--- config.mk ---
export PLATFORM = sky130hd
export DESIGN_NAME = pll_coef_search
export DESIGN_NICKNAME = d
export VERILOG_FILES = /design/src/rtl/pll_srch_pkg.sv /design/src/rtl/pll_srch_div.sv /design/src/rtl/pll_srch_plidx.sv /design/src/rtl/pll_coef_search.sv
export SDC_FILE = /design/constraint.sdc
export NUM_CORES = 2
export LEC_CHECK = 0
export BUFFER_PORTS_ARGS = -buffer_cell sky130_fd_sc_hd__buf_2
export CAP_MARGIN = 10
export CORE_UTILIZATION = 65
export CTS_BUF_LIST = sky130_fd_sc_hd__clkbuf_4 sky130_fd_sc_hd__clkbuf_8 sky130_fd_sc_hd__clkbuf_16
export CTS_CLUSTER_DIAMETER = 30
export DETAILED_ROUTE_END_ITERATION = 8
export MAX_ROUTING_LAYER = met4
export PLACE_DENSITY = 0.82
export SYNTH_ARGS = -nofsm -noshare
export SYNTH_HDL_FRONTEND = slang
export SYNTH_SLANG_ARGS = --single-unit
--- constraint.sdc ---
create_clock -name clk -period 11.5 [get_ports clk]
set_clock_uncertainty 0.05 [all_clocks]
set_input_delay 1.15 -clock clk [delete_from_list [all_inputs] [get_ports clk]]
set_output_delay 1.15 -clock clk [all_outputs]
set_load 0.01 [all_outputs]
--- src/rtl/pll_srch_pkg.sv ---
// Shared constants, state type and post-divider ratio lookup for the
// PLL coefficient search engine. Assumes ratios never exceed 32.
package pll_srch_pkg;

    localparam int VCO_MIN = 1000;
    localparam int VCO_MAX = 2064;
    localparam int U_MIN   = 12;
    localparam int U_MAX   = 38;
    localparam int M_MAX   = 255;
    localparam int N_MIN   = 8;
    localparam int N_MAX   = 255;
    localparam int PL_NUM  = 15;
    localparam int PAD_DIV = 50;
    localparam int DEF_PL  = 1;
    localparam int BND_MAX = 32;

    typedef enum logic [3:0] {
        S_IDLE, S_PAD, S_HIB, S_LOB, S_PLINIT, S_PLSET, S_UCHK, S_NDIV,
        S_NCHK, S_VCO, S_RND, S_NEXTM, S_NEXTPL, S_FIN, S_FOUT, S_DONE
    } srch_st_t;

    // Divide ratio selected by a post-divider index (non-monotonic).
    function automatic logic [5:0] pl_ratio(input logic [3:0] idx);
        case (idx)
            4'd0:    pl_ratio = 6'd1;
            4'd1:    pl_ratio = 6'd2;
            4'd2:    pl_ratio = 6'd3;
            4'd3:    pl_ratio = 6'd4;
            4'd4:    pl_ratio = 6'd5;
            4'd5:    pl_ratio = 6'd6;
            4'd6:    pl_ratio = 6'd8;
            4'd7:    pl_ratio = 6'd10;
            4'd8:    pl_ratio = 6'd12;
            4'd9:    pl_ratio = 6'd16;
            4'd10:   pl_ratio = 6'd12;
            4'd11:   pl_ratio = 6'd16;
            4'd12:   pl_ratio = 6'd20;
            4'd13:   pl_ratio = 6'd24;
            default: pl_ratio = 6'd32;
        endcase
    endfunction

endpackage

--- src/rtl/pll_srch_div.sv ---
// Restoring shift-subtract divider, one quotient bit per clock.
// Assumes: go is pulsed only while idle; q and r are valid from the
// done pulse until the next go. Division by zero yields all-ones.
module pll_srch_div #(
    parameter int W = 26
) (
    input  logic         clk,
    input  logic         rst_n,
    input  logic         go,
    input  logic [W-1:0] a,
    input  logic [W-1:0] b,
    output logic         done,
    output logic [W-1:0] q,
    output logic [W-1:0] r
);
    localparam int CW = $clog2(W + 1);

    logic [W-1:0]  quo, rem, dsr;
    logic [CW-1:0] cnt;
    logic          run;
    logic [W:0]    trial;

    // Partial remainder with the next dividend bit shifted in.
    always_comb trial = {rem, quo[W-1]};

    // Iterate one bit per cycle and flag completion.
    always_ff @(posedge clk) begin
        if (!rst_n) begin
            run  <= 1'b0;
            done <= 1'b0;
            cnt  <= '0;
            quo  <= '0;
            rem  <= '0;
            dsr  <= '0;
        end else begin
            done <= 1'b0;
            if (go) begin
                quo <= a;
                rem <= '0;
                dsr <= b;
                cnt <= CW'(W);
                run <= 1'b1;
            end else if (run) begin
                if (trial >= {1'b0, dsr}) begin
                    rem <= W'(trial - {1'b0, dsr});
                    quo <= {quo[W-2:0], 1'b1};
                end else begin
                    rem <= trial[W-1:0];
                    quo <= {quo[W-2:0], 1'b0};
                end
                cnt <= cnt - CW'(1);
                if (cnt == CW'(1)) begin
                    run  <= 1'b0;
                    done <= 1'b1;
                end
            end
        end
    end

    assign q = quo;
    assign r = rem;
endmodule

--- src/rtl/pll_srch_plidx.sv ---
// Maps a divide-ratio bound (1..32) to the lowest post-divider index
// whose ratio reaches it. Assumes the last index holds the largest ratio.
module pll_srch_plidx
    import pll_srch_pkg::*;
(
    input  logic [5:0] bound,
    output logic [3:0] idx
);
    // Scan downward so the lowest qualifying index wins.
    always_comb begin
        idx = 4'(PL_NUM - 1);
        for (int i = PL_NUM - 1; i >= 0; i--) begin
            if (pl_ratio(4'(i)) >= bound) idx = 4'(i);
        end
    end
endmodule

--- src/rtl/pll_coef_search.sv ---
// Sequential search for PLL M/N/PL closest to a target output frequency.
// Assumes tgt_mhz >= 1 and that start is a pulse; all quotients come from
// one shared iterative divider, results are held until the next done.
module pll_coef_search
    import pll_srch_pkg::*;
#(
    parameter int TGT_W = 11,
    parameter int REF_W = 8
) (
    input  logic             clk,
    input  logic             rst_n,
    input  logic             start,
    input  logic [TGT_W-1:0] tgt_mhz,
    input  logic [REF_W-1:0] ref_mhz,
    output logic             busy,
    output logic             done,
    output logic [7:0]       m_o,
    output logic [7:0]       n_o,
    output logic [3:0]       pl_o,
    output logic [TGT_W+1:0] err_o,
    output logic             exact_o,
    output logic             none_o,
    output logic [TGT_W:0]   fout_o
);
    localparam int TT_W  = TGT_W + 1;
    localparam int DW_A  = TT_W + 14;
    localparam int DW_B  = REF_W + 9;
    localparam int DIV_W = (DW_A > DW_B) ? DW_A : DW_B;
    localparam int ERR_W = TGT_W + 2;
    localparam int FO_W  = TGT_W + 1;

    srch_st_t         st;
    logic [TT_W-1:0]  tt;
    logic [REF_W-1:0] ref_q;
    logic [DIV_W-1:0] pad, maxv, best;
    logic [5:0]       hi_bd, lo_bd;
    logic [3:0]       pl, hi_idx, lo_idx, bp;
    logic [7:0]       m, bm, bn;
    logic [8:0]       n, n1;
    logic             found;

    logic             dv_go, dv_done;
    logic [DIV_W-1:0] dv_a, dv_b, dv_q, dv_r;

    logic [DIV_W-1:0] tt_x, ref_x, pad_nx, maxv_nx, rat_x, tv_c, dlt, brat_x;
    logic [5:0]       rat;

    pll_srch_div #(.W(DIV_W)) u_div (
        .clk(clk), .rst_n(rst_n), .go(dv_go), .a(dv_a), .b(dv_b),
        .done(dv_done), .q(dv_q), .r(dv_r)
    );

    pll_srch_plidx u_hi_idx (.bound(hi_bd), .idx(hi_idx));
    pll_srch_plidx u_lo_idx (.bound(lo_bd), .idx(lo_idx));

    // Clamp a quotient into the legal divide-bound range 1..32.
    function automatic logic [5:0] clamp_bd(input logic [DIV_W-1:0] v);
        if (v == '0)                    clamp_bd = 6'd1;
        else if (v > DIV_W'(BND_MAX))   clamp_bd = 6'(BND_MAX);
        else                            clamp_bd = v[5:0];
    endfunction

    // Operand arithmetic shared by the search states.
    always_comb begin
        tt_x    = DIV_W'(tt);
        ref_x   = DIV_W'(ref_q);
        pad_nx  = tt_x + dv_q;
        maxv_nx = (pad_nx > DIV_W'(VCO_MAX)) ? pad_nx : DIV_W'(VCO_MAX);
        rat     = pl_ratio(pl);
        rat_x   = DIV_W'(rat);
        tv_c    = tt_x * rat_x;
        dlt     = (dv_q >= tt_x) ? (dv_q - tt_x) : (tt_x - dv_q);
        brat_x  = DIV_W'(pl_ratio(bp));
    end

    assign busy = (st != S_IDLE) && (st != S_DONE);

    // Search sequencer: bounds, PL/M/N loops, scoring and result load.
    always_ff @(posedge clk) begin
        if (!rst_n) begin
            st      <= S_IDLE;
            dv_go   <= 1'b0;
            dv_a    <= '0;
            dv_b    <= '0;
            done    <= 1'b0;
            m_o     <= '0;
            n_o     <= '0;
            pl_o    <= '0;
            err_o   <= '0;
            exact_o <= 1'b0;
            none_o  <= 1'b0;
            fout_o  <= '0;
        end else begin
            dv_go <= 1'b0;
            done  <= 1'b0;
            case (st)
                S_IDLE: if (start) begin
                    tt    <= {tgt_mhz, 1'b0};
                    ref_q <= ref_mhz;
                    bm    <= 8'(M_MAX);
                    bn    <= 8'(N_MIN);
                    bp    <= 4'(DEF_PL);
                    best  <= '1;
                    found <= 1'b0;
                    dv_go <= 1'b1;
                    dv_a  <= DIV_W'({tgt_mhz, 1'b0});
                    dv_b  <= DIV_W'(PAD_DIV);
                    st    <= S_PAD;
                end
                S_PAD: if (dv_done) begin
                    pad   <= pad_nx;
                    maxv  <= maxv_nx;
                    dv_go <= 1'b1;
                    dv_a  <= maxv_nx + pad_nx - DIV_W'(1);
                    dv_b  <= pad_nx;
                    st    <= S_HIB;
                end
                S_HIB: if (dv_done) begin
                    hi_bd <= clamp_bd(dv_q);
                    dv_go <= 1'b1;
                    dv_a  <= DIV_W'(VCO_MIN);
                    dv_b  <= pad;
                    st    <= S_LOB;
                end
                S_LOB: if (dv_done) begin
                    lo_bd <= clamp_bd(dv_q);
                    st    <= S_PLINIT;
                end
                S_PLINIT: begin
                    pl <= lo_idx;
                    st <= S_PLSET;
                end
                S_PLSET: begin
                    if (pl > hi_idx) st <= S_FIN;
                    else begin
                        m     <= 8'd1;
                        dv_go <= 1'b1;
                        dv_a  <= ref_x;
                        dv_b  <= DIV_W'(1);
                        st    <= S_UCHK;
                    end
                end
                S_UCHK: if (dv_done) begin
                    if (dv_q < DIV_W'(U_MIN))      st <= S_NEXTPL;
                    else if (dv_q > DIV_W'(U_MAX)) st <= S_NEXTM;
                    else begin
                        dv_go <= 1'b1;
                        dv_a  <= tv_c * DIV_W'(m);
                        dv_b  <= ref_x;
                        st    <= S_NDIV;
                    end
                end
                S_NDIV: if (dv_done) begin
                    if (dv_q > DIV_W'(N_MAX)) st <= S_NEXTPL;
                    else begin
                        n  <= dv_q[8:0];
                        n1 <= dv_q[8:0] + 9'(dv_r != '0);
                        st <= S_NCHK;
                    end
                end
                S_NCHK: begin
                    if (n > n1 || n > 9'(N_MAX)) st <= S_NEXTM;
                    else if (n < 9'(N_MIN))      n <= n + 9'd1;
                    else begin
                        dv_go <= 1'b1;
                        dv_a  <= ref_x * DIV_W'(n);
                        dv_b  <= DIV_W'(m);
                        st    <= S_VCO;
                    end
                end
                S_VCO: if (dv_done) begin
                    if (dv_q >= DIV_W'(VCO_MIN) && dv_q <= maxv) begin
                        dv_go <= 1'b1;
                        dv_a  <= dv_q + DIV_W'(rat >> 1);
                        dv_b  <= rat_x;
                        st    <= S_RND;
                    end else begin
                        n  <= n + 9'd1;
                        st <= S_NCHK;
                    end
                end
                S_RND: if (dv_done) begin
                    if (dlt < best) begin
                        best  <= dlt;
                        found <= 1'b1;
                        bm    <= m;
                        bn    <= n[7:0];
                        bp    <= pl;
                    end
                    if (dlt == '0) st <= S_FIN;
                    else begin
                        n  <= n + 9'd1;
                        st <= S_NCHK;
                    end
                end
                S_NEXTM: begin
                    if (m == 8'(M_MAX)) st <= S_NEXTPL;
                    else begin
                        m     <= m + 8'd1;
                        dv_go <= 1'b1;
                        dv_a  <= ref_x;
                        dv_b  <= DIV_W'(m) + DIV_W'(1);
                        st    <= S_UCHK;
                    end
                end
                S_NEXTPL: begin
                    pl <= pl + 4'd1;
                    st <= S_PLSET;
                end
                S_FIN: begin
                    dv_go <= 1'b1;
                    dv_a  <= ref_x * DIV_W'(bn);
                    dv_b  <= DIV_W'(bm) * brat_x;
                    st    <= S_FOUT;
                end
                S_FOUT: if (dv_done) begin
                    m_o     <= bm;
                    n_o     <= bn;
                    pl_o    <= bp;
                    err_o   <= found ? best[ERR_W-1:0] : '1;
                    exact_o <= found && (best == '0);
                    none_o  <= !found;
                    fout_o  <= FO_W'(dv_q >> 1);
                    done    <= 1'b1;
                    st      <= S_DONE;
                end
                S_DONE:  st <= S_IDLE;
                default: st <= S_IDLE;
            endcase
        end
    end
endmodule

[Word-level counts from Yosys, hierarchy flattened]
Memories as Yosys holds them, arrays and structs flattened. A register that Yosys moved wholly into a read port is not among the register bits.
Cells that the tools add are included.
Storage, ports and cells
  register bits after elaboration: 350
  latch bits: 0
  RAM bits: 0
  bits in read-only memories: 192
  bits of input ports: 22
  output and inout port bits: 49
  word-level logic and storage cells: 299
  memories: 2
Cells by class
  $add $sub $neg: 13
  multipliers: 5
  div/mod/pow operators: 0
  $lt $le $gt $ge: 38
  eq/ne operators: 40
  shifts and indexed selects: 0
  muxes and demuxes: 130
  bitwise gates (word level): 3
  reduce and logical (&&, ||, !) cells: 34
Memory list
  (no name shown): depth 16, bits a word 6, read ports 1, clocked after Yosys merged registers in 1, write ports 0, RTL line pll_srch_pkg.sv:24  | case (idx)
  (no name shown): depth 16, bits a word 6, read ports 1, clocked after Yosys merged registers in 1, write ports 0, RTL line pll_srch_pkg.sv:24
Operators by type and width (count)
  $mux 26: 32
  $pmux 26 s9: 2
  $mux 4: 35
  $logic_not 26->1: 3
  $mux 9: 8
  $mux 8: 8
  $pmux 4 s15: 1
  $gt 26x6->1 const B: 2
  $pmux 26 s2: 1
  $pmux 8 s2: 3
  $ge 3x6->1 const A: 6
  $ge 4x6->1 const A: 6
  $ge 5x6->1 const A: 6
  $pmux 9 s4: 1
  $eq 4x4->1 const B: 8
  $ge 27x26->1: 1
  $add 12x26->26: 1
  $add 26x26->26: 1
  $add 26x5->26: 1
  $ge 26x10->1 const B: 1
  $ge 26x12->1: 1
  $gt 26x12->1 const B: 1
  $gt 26x8->1 const B: 1
  $le 26x26->1: 1
  58 further kinds: 132

[Depth between registers and ports, before layout]
  word-level depth: 16
  gate-level depth with buffers: 39
  depth with buffers taken out: 37

[Hierarchy]
From an unflattened synthesis, not the netlist that was laid out.
Second synthesis, totals
  cells, all modules: 4062
  area, all modules: 35248.8 µm²
By module, submodules not included
  pll_coef_search: instances 1, cells each 3371, area each 29667.2 µm², sequential area each 7146.9 µm²
  pll_srch_div: instances 1, cells each 641, area each 5251.3 µm², sequential area each 1701.6 µm²
  pll_srch_plidx: instances 2, cells each 25, area each 165.2 µm², sequential area each 0.0 µm²

[Least setup slack after synthesis]
Ideal clock, no wire load.
  path kind: flip-flop to flip-flop
  start: reg tt[1]
  end: reg dv_a[25]
  setup time: 0.120 ns
  arrival time: 8.498 ns
  required time: 11.330 ns
  setup slack: 2.832 ns
  stages on the path, launching flop included: 38
  buffers on the path: 1
  clock period less this slack: 8.668 ns
  cells stage by stage: edfxtp_1 > clkbuf_1 > nand2_1 > fa_1 > fa_1 > fa_1 > inv_1 > ha_1 > a21o_1 > a21oi_1 > o21bai_1 > a21oi_1 > o21bai_1 > a21oi_1 > nor2b_1 > o21a_1 > nor2_1 > xnor2_1 > (+2 left out) > inv_1 > fa_1 > fa_1 > inv_1 > fa_1 > inv_1 > ha_1 > o21a_1 > o21ai_0 > nand2b_1 > a31oi_1 > nor2b_1 > o21a_1 > o41ai_1 > o21ai_0 > xnor2_1 > o211ai_1 > o31a_1
Between the ends
  word-level cells in the longest chain between the ends: 7
  elaborated cells between the ends (all ways): 12
  classes of those cells: add/sub: 3; mul: 2; order compare: 1; mux: 6
Ends and longest elaborated chain
  start: declaration: RTL line pll_coef_search.sv:33  | logic [TT_W-1:0] tt;
  start signal: assignment: RTL line pll_coef_search.sv:98  | tt <= {tgt_mhz, 1'b0};
  $add 12x26->26: RTL line pll_coef_search.sv:67  | pad_nx = tt_x + dv_q;
  $gt 26x12->1: RTL line pll_coef_search.sv:68  | maxv_nx = (pad_nx > DIV_W'(VCO_MAX)) ? pad_nx : DIV_W'(VCO_MAX);
  $mux 26: RTL line pll_coef_search.sv:68
  $add 26x26->26: RTL line pll_coef_search.sv:114  | dv_a <= maxv_nx + pad_nx - DIV_W'(1);
  $sub 26x1->26: RTL line pll_coef_search.sv:114
  $mux 26: RTL line pll_coef_search.sv:110  | S_PAD: if (dv_done) begin
  $pmux 26 s9 *: RTL line pll_coef_search.sv:96  | case (st)
  end signal: assignment: RTL line pll_coef_search.sv:106  | dv_a <= DIV_W'({tgt_mhz, 1'b0});
  end signal: assignment: RTL line pll_coef_search.sv:114
  end signal: assignment: RTL line pll_coef_search.sv:121  | dv_a <= DIV_W'(VCO_MIN);
  end: declaration: RTL line pll_coef_search.sv:43  | logic [DIV_W-1:0] dv_a, dv_b, dv_q, dv_r;
Mark *: on every way between the ends. The rest lies on a longest branch, timed or not. The select of a mux whose other input is x is not followed.
A chain may end at the register's enable or synchronous reset.

[Worst setup path after layout]
Ends and elaborated chain as after synthesis.

==> run metrics <==
CTS tree done; maximum operating frequency 0.104 GHz; number of search-and-repair iterations in the first detailed-routing pass 8; antenna violations before repair 0; setup repair after global routing missed its margin false; number of buffers and inverters on the critical path 4; area growth from synthesis to layout 10.7%; delay of the slowest critical-path stage 0.69 ns; number of design rule violations left after detail routing 6; crit path max-delay cell type edfxtp_1; ys async rst share 0%; cell at the root of the clock tree clkbuf_16; warning count from the yosys run 0; Area after DPL 0.0358 sq mm; synth unique cells 115; total setup buffers inserted after CTS 0; path category of the worst min-delay check flop to flop; cell count after placement 4,641; first-pass GRT wire length 165 mm; post-synthesis register bit count 362; clock slew at the register clock pins of the worst setup and hold paths 0.05 ns; part of the Yosys area used for sequential elements 25.3%; remaining max-slew budget at the tightest pin 20.8%; die area 0.0548 sq mm; leakage dissipation 17.6 nW; Routed WL per cell 21.9 um; critical path's most frequent cell fa_1; Design Power 11.3 mW; count of final hold-check violations 0; count of final setup violators 0; nature of the critical path startpoint flop; cell class contributing the biggest share of worst-path delay adder cells; Worst Path Class, Setup flop to flop; Post-synth EDFFs 160; maximum root-to-sink buffer count 3; data arrival time of the critical path 10.06 ns; clock period minus worst slack 9.59 ns; highest net fanout along the worst path 16; initial drt markers 3,057; Cell Pwr Density 293 mW/mm^2; number of global-route vias before repair 29,900; diodes inserted 0; count of nets left with antenna violations after detail routing 0; Port Buffers 70; total congestion overflow 0; post-layout instance count excluding filler cells 4,800; Final Slew Violations 0; Finished Cell Area 0.0388 sq mm; data required time of the worst path 11.96 ns; number of maximum-capacitance violations 0; hold buffer count at cts 0; period utilization 83.4%; clock buffer count from CTS 84; area of the mapped netlist 0.0350 sq mm; Gate Count Post-Synth 4,040; placer's final routability congestion estimate 1.02; worst path setup slack after routing 1.91 ns; area inside the core boundary 0.0529 sq mm; average instance area after synthesis 8.67 sq um; outcome finished with violations; final design utilization 73.4%; starting utilization of the core area 66.3%; hold slack 0.397 ns; slew at the pin closest to its max-slew limit 1.19 ns; cell row count 84; CP endpoint kind flop; most common flop cell mapped by yosys dfxtp_1; total vias in the final route 30,400; global-route usage over all layers 40.2%; half-perimeter wire length after placement 77.2 mm; Setup Total Neg Slack 0 ns; total number of H-tree levels 3; die width 234 um; clock latency of the later-clocked register in the worst-skew pair 0.65 ns; worst vdd ir 240 uV; net count of the finished layout 4,629; I/O pins 71; Resized Gates After CTS 0; ratio of cells with drive above 1 in the final layout 8.56%; wire length reported by the detailed router 105 mm; failing checks design-rule violations; post-place setup slack 1.93 ns; average vias per placed instance 6.33; largest net degree at the start of global routing 101; die outline height 234 um; number of clock sinks 362
cells in the final DEF (no fill, tap or decap), drive strengths merged, types with 19 or more instances in the layout:
cell type / count
a22oi: 28
o21ai: 157
o21a: 22
a211oi: 53
or3: 29
ha: 330
clkbuf: 110
nor4: 36
buf: 117
nor2: 299
fa: 236
a21oi: 251
xnor2: 141
nand4: 34
a21o: 73
nand2: 367
mux2i: 80
o211ai: 19
dfxtp: 202
inv: 484
nand3: 71
a221oi: 20
and3: 35
xor2: 69
a31oi: 22
nor2b: 45
and2: 238
clkinv: 29
edfxtp: 160
nand2b: 44
nor3: 69
logic make-up (layout without fill, tap and decap cells):
kind of cell	count (synthesis)	in the layout	synth area share, %
flops	362	362	25.3
fa+ha+maj	566	566	25.3
mux	82	82	2.35
simple gates	1311	1311	18.5
compound gates	813	813	15.4
buf+inv	695	756	7.83
xor+xnor	210	210	5.31
other cells	1	12	0.0107
path summary, 6_finish.rpt:
kind | slack (ns) | from | endpoint | depth (start not counted)
setup / recovery | 1.91 | tt[1]$_DFFE_PP_ | dv_a[25]$_SDFFE_PN0P_ | 36
hold / removal | 0.40 | pl_o[0]$_SDFFE_PN0P_ | pl_o[0]$_SDFFE_PN0P_ | 2
setup reg to reg | 1.91 | tt[1]$_DFFE_PP_ | dv_a[25]$_SDFFE_PN0P_ | 36
hold reg to reg | 0.40 | pl_o[0]$_SDFFE_PN0P_ | pl_o[0]$_SDFFE_PN0P_ | 2
worst register-to-register path, delay by kind of cell (launching register included):
| kind | cells | cell delay, ns |
|---|---|---|
| simple gates | 6 | 0.68 |
| flops | 1 | 0.69 |
| compound gates | 15 | 3.09 |
| xor+xnor | 2 | 0.53 |
| buf+inv | 4 | 0.18 |
| fa+ha+maj | 9 | 4.29 |
registers in the layout (all words and copies together) (netlist names), 13 cells and up:
| name | cells |
|---|---|
| pad | 26 |
| maxv | 26 |
| err_o | 13 |
| u_div.dsr | 26 |
| dv_a | 26 |
| u_div.r | 26 |
| dv_b | 26 |
| u_div.q | 26 |
| best | 26 |
cell type report:
cell class | instances | area [sq um]
Tap cell | 688 | 861
Timing Repair Buffer | 118 | 712
Multi-Input combinational cell | 2994 | 23600
Clock inverter | 48 | 579
Clock buffer | 109 | 2410
Sequential cell | 362 | 8860
Inverter | 481 | 1810
Fill cell | 3921 | 14100
power breakdown:
group | leakage, nW | internal [mW] | switching, mW
registers | 3.03 | 1.55 | 0.348
logic | 13.1 | 2.74 | 4.24
clock network | 1.45 | 1.63 | 0.835
cells in the mapped netlist, drive strengths merged (13+ instances only):
cell	n	area [sq um]
or2	13	81.3
a21o	73	552
mux2i	80	801
nand3	71	355
o21ai	157	786
buf	37	231
clkbuf	175	682
nand4	34	213
or3	29	188
xnor2	141	1260
o22ai	18	113
o211ai	19	161
dfxtp	202	4040
and3	35	220
nor3	69	367
a22oi	28	215
o21a	22	165
nor2b	45	292
nand2b	44	283
a311oi	18	158
ha	330	4130
inv	473	1780
fa	236	4720
nor4	36	240
nand2	367	1380
a221oi	20	193
edfxtp	160	4800
nor2	299	1120
xor2	69	604
and2	238	1490
a211oi	53	418
a31oi	22	144
o21bai	17	128
a21oi	251	1260
routing by layer:
metal	track usage [%]	vias up	part of all wire (%)
met2	60.8	1605	45
met1	51.1	14600	40
li1	-	13800	-
met4	21.7	0	5.4
met5	-	-	0
met3	7.51	350	9.7
No activity file was read; power rests on OpenSTA's default activity.
